**config.mk**
```make
export PLATFORM = sky130hd
export DESIGN_NAME = ctrl_ep_responder
export DESIGN_NICKNAME = d
export VERILOG_FILES = /design/src/rtl/ctrl_ep_responder.sv
export SDC_FILE = /design/constraint.sdc
export NUM_CORES = 1
export LEC_CHECK = 0
export ABC_AREA = 1
export BUFFER_PORTS_ARGS = -buffer_cell sky130_fd_sc_hd__buf_2
export CORE_AREA = 8 8 45 47
export CTS_CLUSTER_DIAMETER = 200
export DETAILED_ROUTE_END_ITERATION = 8
export DIE_AREA = 0 0 53 55
export SLEW_MARGIN = 20
export SYNTH_ARGS = -nofsm -noshare
export SYNTH_HDL_FRONTEND = slang
export SYNTH_SLANG_ARGS = --single-unit
```
**constraint.sdc**
```tcl
create_clock -name clk -period 1.25 [get_ports clk]
set_clock_uncertainty 0.1 [all_clocks]
set_input_delay 0.0625 -clock clk [delete_from_list [all_inputs] [get_ports clk]]
set_output_delay 0.0625 -clock clk [all_outputs]
set_load 0.02 [all_outputs]
```
**src/rtl/ctrl_ep_responder.sv**
```systemverilog
module ctrl_ep_responder (
  input  logic       clk,
  input  logic       rst_n,
  input  logic       tok_vld,
  input  logic [2:0] tok_kind,
  input  logic [1:0] ep_state,
  input  logic       setup_lock,
  input  logic       pkts_left,
  input  logic       tx_underrun,
  input  logic       rx_overrun,
  output logic       rsp_vld,
  output logic [2:0] rsp_code
);
  localparam logic [2:0] C_SIL = 3'd0, C_ACK = 3'd1, C_NAK = 3'd2, C_NYET = 3'd3,
                         C_STALL = 3'd4, C_XMIT = 3'd5, C_BSERR = 3'd6;
  localparam logic [1:0] S_HALT = 2'd0, S_IDLE = 2'd1, S_ARMED = 2'd2;

  logic [2:0] nxt;

  always_comb begin
    nxt = C_SIL;
    if (tok_kind == 3'd0) begin
      nxt = setup_lock ? C_SIL : C_ACK;
    end else if (tok_kind <= 3'd3) begin
      case (ep_state)
        S_HALT:  nxt = C_STALL;
        S_IDLE:  nxt = C_NAK;
        S_ARMED: begin
          case (tok_kind)
            3'd1:    nxt = tx_underrun ? C_BSERR : C_XMIT;
            3'd2:    nxt = rx_overrun ? C_NAK : (pkts_left ? C_ACK : C_NYET);
            default: nxt = C_ACK;
          endcase
        end
        default: nxt = C_SIL;
      endcase
    end
  end

  always_ff @(posedge clk or negedge rst_n) begin
    if (!rst_n) begin
      rsp_vld  <= 1'b0;
      rsp_code <= C_SIL;
    end else begin
      rsp_vld <= tok_vld;
      if (tok_vld) rsp_code <= nxt;
    end
  end
endmodule

```
# --- After elaboration in Yosys (flattened, before gate mapping) ---
# Cells that the tools add are included.
op_classes:
  order_cmp: 1
  reduce_logical: 2
  eq_ne: 4
  mux: 8
ops:
  columns: ["cell", "count"]
  rows:
  - ["case mux 3 bit (3 select lines)", 1]
  - ["2-to-1 mux 2 bit", 3]
  - ["2-to-1 mux 3 bit", 2]
  - ["case mux 3 bit (2 select lines)", 1]
  - ["== test 3 x 1 -> 1 bit, second input constant", 1]
  - ["== test 3 x 2 -> 1 bit, second input constant", 1]
  - ["<= comparator 3 x 2 -> 1 bit, second input constant", 1]
  - ["zero test 3 bit", 1]
  - ["== test 2 x 1 -> 1 bit, second input constant", 1]
  - ["== test 2 bit, second input constant", 1]
  - ["zero test 2 bit", 1]
  - ["2-to-1 mux 1 bit", 1]
word_totals:
  regBits: 4

# --- Logic depth before layout (Yosys ltp) ---
logic_depth:
  word_depth: 6
  ltp_mapped: 8

# --- Worst setup path before layout ---
# OpenSTA, ideal clock, no wires.
synth_timing:
  path_type: "reg2reg"
  from: "register, netlist name rsp_code[0]"
  to: "register rsp_code[0]"
  t_required_ps: 1029
  t_arrival_ps: 587
  path_stages_with_launch: 3
  setup_slack_ps: 443
  path_buffers: 0
  period_less_slack_ps: 807
  cell_sequence: "dfrtp_1 -> nor2_1 -> a21oi_1"
synth_rtl:
  columns: ["item", "line_no", "source"]
  rows:
  - ["end signal: assignment", "46", "if (tok_vld) rsp_code <= nxt;"]
  - ["end: declaration", "12", "output logic [2:0] rsp_code"]

==> impl_metrics.env <==
export IMPL_syn_num_nets=51
export IMPL_place_hpwl_um=572
export IMPL_ys_flop_type="dfrtp_1"
export IMPL_drt_initial_drc_count=10
export IMPL_grt_pass1_wl_um=1270
export IMPL_end_kind="register"
export IMPL_crit_type="in2reg"
export IMPL_worst_endpoint_arrival_ps=1080
export IMPL_gr_total_overflow=0
export IMPL_globalplace_congestion=0.680
export IMPL_antenna_diode_count=0
export IMPL_hold_class="in2reg"
export IMPL_htree_levels=1
export IMPL_drv_cap=0
export IMPL_cp_start_kind="input port"
export IMPL_wl_met3_um=85
export IMPL_finalMaxSlewViolations=0
export IMPL_rows=14
export IMPL_track_usage_pct=6.09
export IMPL_die_area_sq_mm=0.00292
export IMPL_hold_slack_ps=11.3
export IMPL_top_layer="met3"
export IMPL_worstSkewPairLatency_ps=230
export IMPL_fmax_ghz=0.977
export IMPL_cts_buffers=3
export IMPL_ir_drop_uv=231
export IMPL_initial_utilization_pct=17.9
export IMPL_drive_gt1_share_pct=35.0
export IMPL_yosys_area_top_type="dfrtp_1"
export IMPL_finalNetCount=74
export IMPL_ys_warn_count=0
export IMPL_ios=16
export IMPL_synth_enable_flop_cells=0
export IMPL_vias=284
export IMPL_finalSetupTns_ps=0
export IMPL_first_pass_iters=4
export IMPL_synth_cells=39
export IMPL_grt_max_degree=6
export IMPL_fp_dieH_um=55
export IMPL_rsz0062_at_grt="false"
export IMPL_avgSynthCellArea_sq_um=6.35
export IMPL_tightest_slew_ps=182
export IMPL_clkSinkCount=4
export IMPL_cts_tree="built"
export IMPL_cts_root_buf="clkbuf_4"
export IMPL_powerDensity_mw_per_mm2=966
export IMPL_synth_most_common_cell="nand2_1"
export IMPL_min_period_ps=1020
export IMPL_cts_resized=0
export IMPL_vias_per_cell=3.74
export IMPL_antenna_found_initial=0
export IMPL_wl_met1_um=342
export IMPL_syn_to_final_growth_pct=59.6
export IMPL_post_route_period_util_pct=81.9
export IMPL_die_w_um=53
export IMPL_ys_seq_area_share_pct=40.4
export IMPL_place_ws_ps=387
export IMPL_synth_area_sq_um=248
export IMPL_post_drt_wl_per_cell_um=8.92
export IMPL_ys_top_cells_by_area="dfrtp_1 (40%), nand2_1 (18%), inv_1 (12%), nand3_1 (8.1%), o21ai_1 (6.1%)"
export IMPL_clockBufferDepth=2
export IMPL_worst_slack_ps=227
export IMPL_synth_cell_types=9
export IMPL_synth_top_area_share_pct=40.4
export IMPL_leakagePower_nw=0.239
export IMPL_ys_top_cells_by_count="nand2_1 (12), inv_1 (8), dfrtp_1 (4), nand3_1 (4)"
export IMPL_drc=0
export IMPL_core_sq_mm=0.00138
export IMPL_clk_pin_slew_ps=40
export IMPL_setup_viol=0
export IMPL_synth_async_reset_ratio_pct=100
export IMPL_wl_met2_um=250
export IMPL_worstPathRequired_ps=1310
export IMPL_synth_seq_cells=4
export IMPL_grt_pass1_vias=305
export IMPL_status="completed"
export IMPL_portBuffers=15
export IMPL_antenna_left=0
export IMPL_wl_um=678
export IMPL_maxSlewHeadroom_pct=87.8
export IMPL_critPathMaxFanout=4
export IMPL_finalHoldViolCount=0
-- path summary, 6_finish.rpt --
check	startpoint	endpoint	slack [ps]	cells past startpoint
min in group asynchronous	rst_n	rsp_code[1]	60	2
hold / removal	ep_state[0]	rsp_code[2]	10	4
setup reg to reg	rsp_code[2]	rsp_code[2]	530	2
setup / recovery	tok_vld	rsp_code[2]	230	6
max in group asynchronous	rst_n	rsp_code[0]	870	2
hold reg to reg	rsp_code[1]	rsp_code[1]	380	2
-- state kept, by name, summed over array words and instances (netlist names) --
| name | count |
|---|---|
| rsp_vld | 1 |
| rsp_code | 3 |
-- area by class of cell --
type / count / area, sq um
flip-flops and latches: 4 / 100
fillers: 163 / 988
multi-input cells: 26 / 114
inverters: 9 / 33.8
repair buffers: 18 / 105
well taps: 16 / 20.0
clock buffers: 3 / 22.5
-- stage by stage --
step / cells / power, mW / cell area [sq um] / util, %
after floorplan: 39 / 0.182 / 248 / -
after global placement: 70 / 0.219 / 343 / 24.8
after detailed placement: 70 / 0.220 / 343 / 24.8
after CTS: 76 / 0.394 / 395 / 28.6
after global routing: 76 / 0.420 / 395 / 28.6
final: 76 / 0.382 / 395 / 28.6
-- kinds of logic (layout without fill, tap and decap cells) --
group	count (synthesis)	in the layout	share of synthesized area, %
flip-flops	4	4	40.4
buffers and inverters	9	30	13.6
AND/OR/NAND/NOR	21	21	35.9
AO/OA/AOI/OAI	5	5	10.1
-- worst max-delay path, stage by stage --
cell,delay [ps]
dlygate4sd3_1,520
buf_2,130
inv_1,70
nor2_1,130
nand2_1,60
o21ai_1,110
-- power breakdown --
group          total [mW]  switching, mW  leakage (nW)  internal (mW)
Combinational      0.0828         0.0465         0.174         0.0363
Clock               0.157         0.0495        0.0138          0.107
Sequential          0.142        0.00382        0.0510          0.139
-- metal layers --
metal / vias to the layer above / track usage [%]
li1: 160 / -
met1: 111 / 7.52
met2: 13 / 6.84
met3: 0 / 3.21
met4: 0 / 6.47
met5: - / 0
-- placed cells by master, fill, tap and decap left out --
master,n
nor2_2,2
dlygate4sd3_1,3
nand3_1,4
inv_2,1
clkbuf_4,3
a21oi_1,2
o21ai_1,3
buf_2,15
inv_1,8
nor2_1,3
nand2_1,12
dfrtp_1,4
-- what timing repair did --
item | in CTS | in global routing
buffers inserted | 0 | 0
hold buffers | 3 | 0
hold endpoints to repair | 6 | 0
Power figures use the tool's default switching activity.
